--- config.mk ---
export PLATFORM = sky130hd
export DESIGN_NAME = seg_addr_check
export DESIGN_NICKNAME = d
export VERILOG_FILES = /design/src/rtl/seg_pkg.sv /design/src/rtl/seg_desc_bank.sv /design/src/rtl/seg_access_check.sv /design/src/rtl/seg_result_stage.sv /design/src/rtl/seg_addr_check.sv
export SDC_FILE = /design/constraint.sdc
export NUM_CORES = 1
export LEC_CHECK = 0
export ABC_AREA = 1
export BUFFER_PORTS_ARGS = -buffer_cell sky130_fd_sc_hd__buf_2
export CAP_MARGIN = 20
export CORE_UTILIZATION = 35
export CTS_CLUSTER_SIZE = 8
export DETAILED_ROUTE_END_ITERATION = 6
export SKIP_CTS_REPAIR_TIMING = 1
export SLEW_MARGIN = 20
export SYNTH_ARGS = -nofsm -noshare
export SYNTH_HDL_FRONTEND = slang
export SYNTH_SLANG_ARGS = --single-unit
--- constraint.sdc ---
create_clock -name clk -period 3.06 [get_ports clk]
set_input_delay 0.612 -clock clk [delete_from_list [all_inputs] [get_ports clk]]
set_output_delay 0.612 -clock clk [all_outputs]
set_load 0.05 [all_outputs]
--- src/rtl/seg_pkg.sv ---
package seg_pkg;
  localparam int NUM_SEG = 6;
  localparam int SEL_W   = 3;
  localparam int DESC_W  = 64;
  localparam int LIM_W   = 20;
  localparam int GRAN_SH = 12;

  localparam logic [SEL_W-1:0] SEG_ES = 3'd0;
  localparam logic [SEL_W-1:0] SEG_CS = 3'd1;
  localparam logic [SEL_W-1:0] SEG_SS = 3'd2;
  localparam logic [SEL_W-1:0] SEG_DS = 3'd3;
  localparam logic [SEL_W-1:0] SEG_FS = 3'd4;
  localparam logic [SEL_W-1:0] SEG_GS = 3'd5;

  typedef enum logic [1:0] {
    FLT_NONE  = 2'd0,
    FLT_GP    = 2'd1,
    FLT_STACK = 2'd2
  } fault_e;

  // unpacked descriptor layout, msb first
  typedef struct packed {
    logic             gran;
    logic             big;
    logic             ign;
    logic             avail;
    logic             present;
    logic [1:0]       dpl;
    logic             nonsys;
    logic [3:0]       kind;
    logic [LIM_W-1:0] lim;
    logic [31:0]      base;
  } desc_t;
endpackage

--- src/rtl/seg_desc_bank.sv ---
module seg_desc_bank
  import seg_pkg::*;
#(
  parameter int N = NUM_SEG
) (
  input  logic              clk,
  input  logic              rst_n,
  input  logic              wr_en,
  input  logic [SEL_W-1:0]  wr_sel,
  input  logic [DESC_W-1:0] wr_data,
  input  logic [SEL_W-1:0]  rd_sel,
  output desc_t             rd_desc,
  output logic              rd_hit
);
  logic [DESC_W-1:0] regs [N];

  for (genvar i = 0; i < N; i++) begin : g_reg
    always_ff @(posedge clk or negedge rst_n) begin
      if (!rst_n)                                 regs[i] <= '0;
      else if (wr_en && wr_sel == SEL_W'(i))      regs[i] <= wr_data;
    end

    assert_store_R2: assert property (@(posedge clk) disable iff (!rst_n)
      (wr_en && wr_sel == SEL_W'(i)) |=> (regs[i] == $past(wr_data)));
    assert_keep_R2: assert property (@(posedge clk) disable iff (!rst_n)
      !(wr_en && wr_sel == SEL_W'(i)) |=> $stable(regs[i]));
  end

  always_comb begin
    rd_desc = '0;
    rd_hit  = 1'b0;
    for (int i = 0; i < N; i++) begin
      if (rd_sel == SEL_W'(i)) begin
        rd_desc = desc_t'(regs[i]);
        rd_hit  = 1'b1;
      end
    end
  end
endmodule

--- src/rtl/seg_access_check.sv ---
module seg_access_check
  import seg_pkg::*;
#(
  parameter int EA_W  = 32,
  parameter int LEN_W = 3
) (
  input  logic             clk,
  input  logic             rst_n,
  input  desc_t            desc,
  input  logic             seg_ok,
  input  logic             is_stack,
  input  logic             is_code,
  input  logic [EA_W-1:0]  ea,
  input  logic [LEN_W-1:0] len_m1,
  input  logic [1:0]       cpl,
  output fault_e           fault,
  output logic [EA_W-1:0]  lin
);
  localparam int END_W = EA_W + 1;

  logic [EA_W-1:0]  lim_eff;
  logic [END_W-1:0] end_off;
  logic [END_W-1:0] upper;
  logic             exp_down, viol, priv_bad;
  fault_e           bad_code;

  always_comb begin
    lim_eff  = desc.gran ? {desc.lim, {GRAN_SH{1'b1}}} : {{GRAN_SH{1'b0}}, desc.lim};
    end_off  = {1'b0, ea} + END_W'(len_m1);
    exp_down = desc.nonsys && !desc.kind[3] && desc.kind[2];
    upper    = desc.big ? {1'b0, {EA_W{1'b1}}} : END_W'(17'h0FFFF);
    if (exp_down) viol = (ea <= lim_eff) || (end_off > upper);
    else          viol = end_off > {1'b0, lim_eff};
    priv_bad = is_stack ? (cpl != desc.dpl) : (!is_code && (cpl > desc.dpl));
    bad_code = is_stack ? FLT_STACK : FLT_GP;
    if (!seg_ok)            fault = FLT_GP;
    else if (!desc.present) fault = bad_code;
    else if (priv_bad)      fault = bad_code;
    else if (viol)          fault = bad_code;
    else                    fault = FLT_NONE;
    lin = (seg_ok ? desc.base : 32'd0) + ea;
  end

  assert_absent_faults_R4: assert property (@(posedge clk) disable iff (!rst_n)
    (seg_ok && !desc.present) |-> (fault != FLT_NONE));
  assert_code_lacks_priv_R5: assert property (@(posedge clk) disable iff (!rst_n)
    (seg_ok && is_code && desc.present && !viol) |-> (fault == FLT_NONE));
endmodule

--- src/rtl/seg_result_stage.sv ---
module seg_result_stage
  import seg_pkg::*;
#(
  parameter int VA_W = 64
) (
  input  logic            clk,
  input  logic            rst_n,
  input  logic            in_valid,
  output logic            in_ready,
  input  logic [VA_W-1:0] in_va,
  input  fault_e          in_fault,
  output logic            out_valid,
  input  logic            out_ready,
  output logic [VA_W-1:0] out_va,
  output fault_e          out_fault
);
  assign in_ready = !out_valid || out_ready;

  always_ff @(posedge clk or negedge rst_n) begin
    if (!rst_n) begin
      out_valid <= 1'b0;
      out_va    <= '0;
      out_fault <= FLT_NONE;
    end else if (in_ready) begin
      out_valid <= in_valid;
      if (in_valid) begin
        out_va    <= in_va;
        out_fault <= in_fault;
      end
    end
  end

  assert_hold_R10: assert property (@(posedge clk) disable iff (!rst_n)
    (out_valid && !out_ready) |=> (out_valid && $stable(out_va) && $stable(out_fault)));
  assert_accept_R10: assert property (@(posedge clk) disable iff (!rst_n)
    (in_valid && in_ready) |=> out_valid);
  assert_fault_code: assert property (@(posedge clk) disable iff (!rst_n)
    out_valid |-> (out_fault != 2'd3));
endmodule

--- src/rtl/seg_addr_check.sv ---
module seg_addr_check
  import seg_pkg::*;
#(
  parameter int EA_W  = 32,
  parameter int VA_W  = 64,
  parameter int LEN_W = 3
) (
  input  logic              clk,
  input  logic              rst_n,
  input  logic              wr_en,
  input  logic [SEL_W-1:0]  wr_sel,
  input  logic [DESC_W-1:0] wr_data,
  input  logic              req_valid,
  output logic              req_ready,
  input  logic [SEL_W-1:0]  req_seg,
  input  logic [EA_W-1:0]   req_ea,
  input  logic [LEN_W-1:0]  req_len_m1,
  input  logic [1:0]        req_cpl,
  output logic              res_valid,
  input  logic              res_ready,
  output logic [VA_W-1:0]   res_va,
  output logic [1:0]        res_fault
);
  desc_t           cur_desc;
  logic            seg_ok;
  fault_e          chk_fault, out_fault;
  logic [EA_W-1:0] lin;
  logic [VA_W-1:0] va_next;

  seg_desc_bank #(.N(NUM_SEG)) u_bank (
    .clk(clk), .rst_n(rst_n),
    .wr_en(wr_en), .wr_sel(wr_sel), .wr_data(wr_data),
    .rd_sel(req_seg), .rd_desc(cur_desc), .rd_hit(seg_ok)
  );

  seg_access_check #(.EA_W(EA_W), .LEN_W(LEN_W)) u_check (
    .clk(clk), .rst_n(rst_n),
    .desc(cur_desc), .seg_ok(seg_ok),
    .is_stack(req_seg == SEG_SS), .is_code(req_seg == SEG_CS),
    .ea(req_ea), .len_m1(req_len_m1), .cpl(req_cpl),
    .fault(chk_fault), .lin(lin)
  );

  assign va_next = {{(VA_W-EA_W){1'b0}}, lin};

  seg_result_stage #(.VA_W(VA_W)) u_out (
    .clk(clk), .rst_n(rst_n),
    .in_valid(req_valid), .in_ready(req_ready),
    .in_va(va_next), .in_fault(chk_fault),
    .out_valid(res_valid), .out_ready(res_ready),
    .out_va(res_va), .out_fault(out_fault)
  );

  assign res_fault = out_fault;

  assert_bad_index_R9: assert property (@(posedge clk) disable iff (!rst_n)
    (req_valid && req_ready && !seg_ok) |=> (res_valid && res_fault == FLT_GP));
  assert_stack_absent_R4: assert property (@(posedge clk) disable iff (!rst_n)
    (req_valid && req_ready && req_seg == SEG_SS && !cur_desc.present)
      |=> (res_fault == FLT_STACK));
  assert_va_high_zero_R3: assert property (@(posedge clk) disable iff (!rst_n)
    res_valid |-> (res_va[VA_W-1:EA_W] == '0));
endmodule

==> results.md <==
- Number of max-cap violations: 0
- Top cells by area, synth: sky130_fd_sc_hd__dfrtp_1, sky130_fd_sc_hd__nand2_1, sky130_fd_sc_hd__o21ai_0, sky130_fd_sc_hd__ha_1, sky130_fd_sc_hd__a21oi_1
- Worst vdd ir: just under 500 uV
- Worst slew margin relative to its limit: 0.3597
- Critical Path AT: 4.63 ns
- Post-detailed-route wirelength per cell: between 15 and 20 um
- Sequential-to-total area share from yosys stat: 0.4648
- Post-route ant nets: 0
- TritonCTS clock tree: done
- Post-Route Setup TNS: -6.825 ns
- Crit path required time: roughly 3.5 ns
- Die Footprint: 61750 sq um
- Area of the mapped netlist: 21270 sq um
- Worst path max stage delay: roughly 0.33 ns
- Type of the worst setup path: in -> reg
- RSZ-0062 raised after global routing: true
- CORE AREA: slightly below 60000 sq um
- RePlAce Congestion: slightly above 0.9
- Worst Hold Path EP: u_out.out_valid$_DFFE_PN0N_
- Number of rows created at floorplan: 89
- Number of antenna violations at the first check in global routing: 0
- Antenna diode count: 0
- Height of the chip: 248.5 um
- Hold Path Class: in -> reg
- Setup slack of the critical path after layout: -1.096 ns
- Commonest register cell after synthesis: sky130_fd_sc_hd__dfrtp_1
- Failing checks: negative setup slack
- Root Buffer: sky130_fd_sc_hd__clkbuf_16
- Type of destination of the critical path: flip-flop
- Clock period minus worst slack: about 4.2 ns
- Average instance area after synthesis: about 8 sq um
- # nets final: between 3000 and 4000
- Fraction of final layout cells sized beyond drive strength 1: 0.2521
- Outcome: finished with violations
- Drt via density: between 5 and 6
- Combined global-route utilization of all metal layers: 0.2186
- Number of vias in the routed layout: roughly 20000
- Slew Limit Fails: 0
- Number of distinct library cells after synthesis: between 50 and 60
- Num CTS Buffers: 56
- Final period util: 1.358
- Drt pass-1 iters: 7
- Total I/O pin count: 180
- Worst reg2reg setup slack: -0.54 ns
- Global-route wire length before repair: 107700 um
- Initial detailed-routing violation count: between 1000 and 1500
- Cell with the most instances on the worst path: sky130_fd_sc_hd__nand2_1
- Number of global-route vias before repair: between 15000 and 20000
- Critical R2R Capture: u_out.out_fault[1]$_DFFE_PN0P_
- Synth-to-Final Area Change: 32.38%
- Register bit total from synthesis: 395
- Post-layout instance count excluding filler cells: 3835
- Transition time at the pin with the least slew margin: ~0.96 ns
- Clock transition at the register clock pins on the worst setup and hold paths after CTS: around 0.05 ns
- Worst-case reg-to-reg path depth: 22
- Die outline width: 248.5 um
- Port buffer count: ~140
- Fin. Hold Viols: 0
- Highest net fanout along the worst path: 2
- DPL Wire Length: between 40000 and 50000 um
- Leakage power: 13.87 nW
- Largest net degree at the start of global routing: 121
- Number of standard cells after synthesis: approximately 2600
- Total power per unit cell area: a little over 600 nW/um^2
- Fmax achieved: ~240 MHz
- Final wirelength: 69940 um
- Number of instances on the worst hold path: 4
- Fraction of post-synthesis cell area in the top cell type by area: 0.4648
- Startpoint of the worst setup timing path: req_ea[0]
- Origin of the worst min-delay path: res_ready
- Count of H-tree levels built during CTS: 2
- Number of enable-type register cells in the synthesized netlist: 0
- Yosys synthesis warning count: 0
- Number of setup violations in the final report: 22
- Max Clock Skew: 0.02025 ns
- Share of synthesized registers carrying an async set or reset: 1.000
- Total number of clock tree sinks: approximately 400
- Total congestion overflow after global routing: 0
- Starting density of the core: 0.3570
- Most area-hungry cell type in the Yosys netlist: sky130_fd_sc_hd__dfrtp_1
- Maximum clock path buffer count: 3
- DRC violations left: 0
- Instance count after placement with tap cells included: roughly 3700
- Max stage delay cell, worst path: sky130_fd_sc_hd__fa_2
- Skew-Pair Late Insertion Delay: 0.60 ns
- Worst flop-to-flop path startpoint: u_bank.regs[255]$_DFFE_PN0P_
- Kind of start point of the critical path: input port
-- cells in the mapped netlist, types with 7 or more instances --
master,count
sky130_fd_sc_hd__nand2_1,684
sky130_fd_sc_hd__o21ai_0,473
sky130_fd_sc_hd__dfrtp_1,395
sky130_fd_sc_hd__inv_1,183
sky130_fd_sc_hd__a21oi_1,148
sky130_fd_sc_hd__clkbuf_1,117
sky130_fd_sc_hd__ha_1,112
sky130_fd_sc_hd__nor2_1,112
sky130_fd_sc_hd__nand3_1,75
sky130_fd_sc_hd__nand4_1,36
sky130_fd_sc_hd__a32oi_1,35
sky130_fd_sc_hd__buf_4,33
sky130_fd_sc_hd__xor2_1,29
sky130_fd_sc_hd__a221oi_1,17
sky130_fd_sc_hd__a32o_1,17
sky130_fd_sc_hd__buf_1,14
sky130_fd_sc_hd__or2_2,11
sky130_fd_sc_hd__nor4_1,10
sky130_fd_sc_hd__nor3_1,9
sky130_fd_sc_hd__inv_2,8
sky130_fd_sc_hd__nand2_2,7
sky130_fd_sc_hd__o21ai_1,7
sky130_fd_sc_hd__xnor2_1,7
-- through the flow --
step           hold WS, ns  utilization  total power, W  cell area, sq um  setup slack [ns]
2_1_floorplan       0.3164            -        0.009532             21660            -1.152
3_3_place_gp        0.4519       0.4237         0.01130             25240            -1.824
3_5_place_dp        0.4625       0.4237         0.01145             25240            -1.892
4_1_cts           -0.07927       0.4490         0.01703             26750            -1.278
5_1_grt             0.3226       0.4726         0.01838             28150            -1.506
6_report            0.3061       0.4726         0.01740             28150            -1.096
-- logic make-up (layout without fill, tap and decap cells) --
| group | Yosys count | after routing | synth area share |
|---|---|---|---|
| other cells | 1 | 32 | 0.0001763 |
| flops | 395 | 395 | 0.4648 |
| simple gates | 971 | 971 | 0.1916 |
| mux | 1 | 1 | 0.0004707 |
| xor+xnor | 36 | 36 | 0.01483 |
| fa+ha+maj | 114 | 114 | 0.06778 |
| compound gates | 733 | 733 | 0.1904 |
| buf+inv | 360 | 780 | 0.06989 |
-- area by class of cell --
cell class	instances	area [sq um]
inverters	192	770.7
repair buffers	522	4126
flip-flops and latches	395	9884
clock buffers	61	1451
repair inverters	1	11.26
fillers	5624	31420
clock inverters	4	58.81
multi-input cells	1887	10880
well taps	773	967.2
-- how the worst max path moves through the flow --
stage                                     end  slack [ns]  depth (start not counted)
2_1_floorplan  u_out.out_fault[0]$_DFFE_PN0P_       -1.15                         33
3_3_place_gp   u_out.out_fault[0]$_DFFE_PN0P_       -1.82                         36
3_5_place_dp   u_out.out_fault[1]$_DFFE_PN0P_       -1.89                         36
4_1_cts        u_out.out_fault[1]$_DFFE_PN0P_       -1.28                         36
5_1_grt        u_out.out_fault[0]$_DFFE_PN0P_       -1.51                         36
6_report       u_out.out_fault[1]$_DFFE_PN0P_       -1.10                         34
-- sequential cells by signal (all words and copies together) (netlist names) --
signal           cells
u_bank.regs        360
u_out.out_valid      1
u_out.out_fault      2
u_out.out_va        32
-- report_power, final --
group / total [W] / leakage (nW) / switching, W / internal (W)
sequential: 0.00684 / 4.95 / 0.000578 / 0.00626
combinational: 0.00504 / 8.19 / 0.00299 / 0.00205
clock: 0.00552 / 0.736 / 0.00223 / 0.00329
total: 0.0174 / 13.9 / 0.00580 / 0.0116
-- layout by cell type, fill, tap and decap left out, drive strengths merged, types with 29 or more instances in the layout --
cell type / instances
a21oi: 148
a32oi: 35
buf: 517
clkbuf: 65
conb: 32
dfrtp: 395
ha: 112
inv: 191
nand2: 691
nand3: 76
nand4: 38
nor2: 121
o21ai: 480
xor2: 29
-- critical path, delay by kind of cell --
family	cells	cell delay, ns
compound gates	1	0.14
xor+xnor	1	0.19
fa+ha+maj	3	0.74
buf+inv	6	0.47
simple gates	23	2.48
-- routing by layer --
metal / routed length [um] / vias up / global-route usage
li1: - / 9616 / -
met3: 3841 / 127 / 0.02743
met2: 32890 / 677 / 0.3628
met4: 1877 / 0 / 0.06477
met5: 0 / - / 0
met1: 31330 / 9683 / 0.2976
Note: power is estimated with default switching activity, not from simulation.
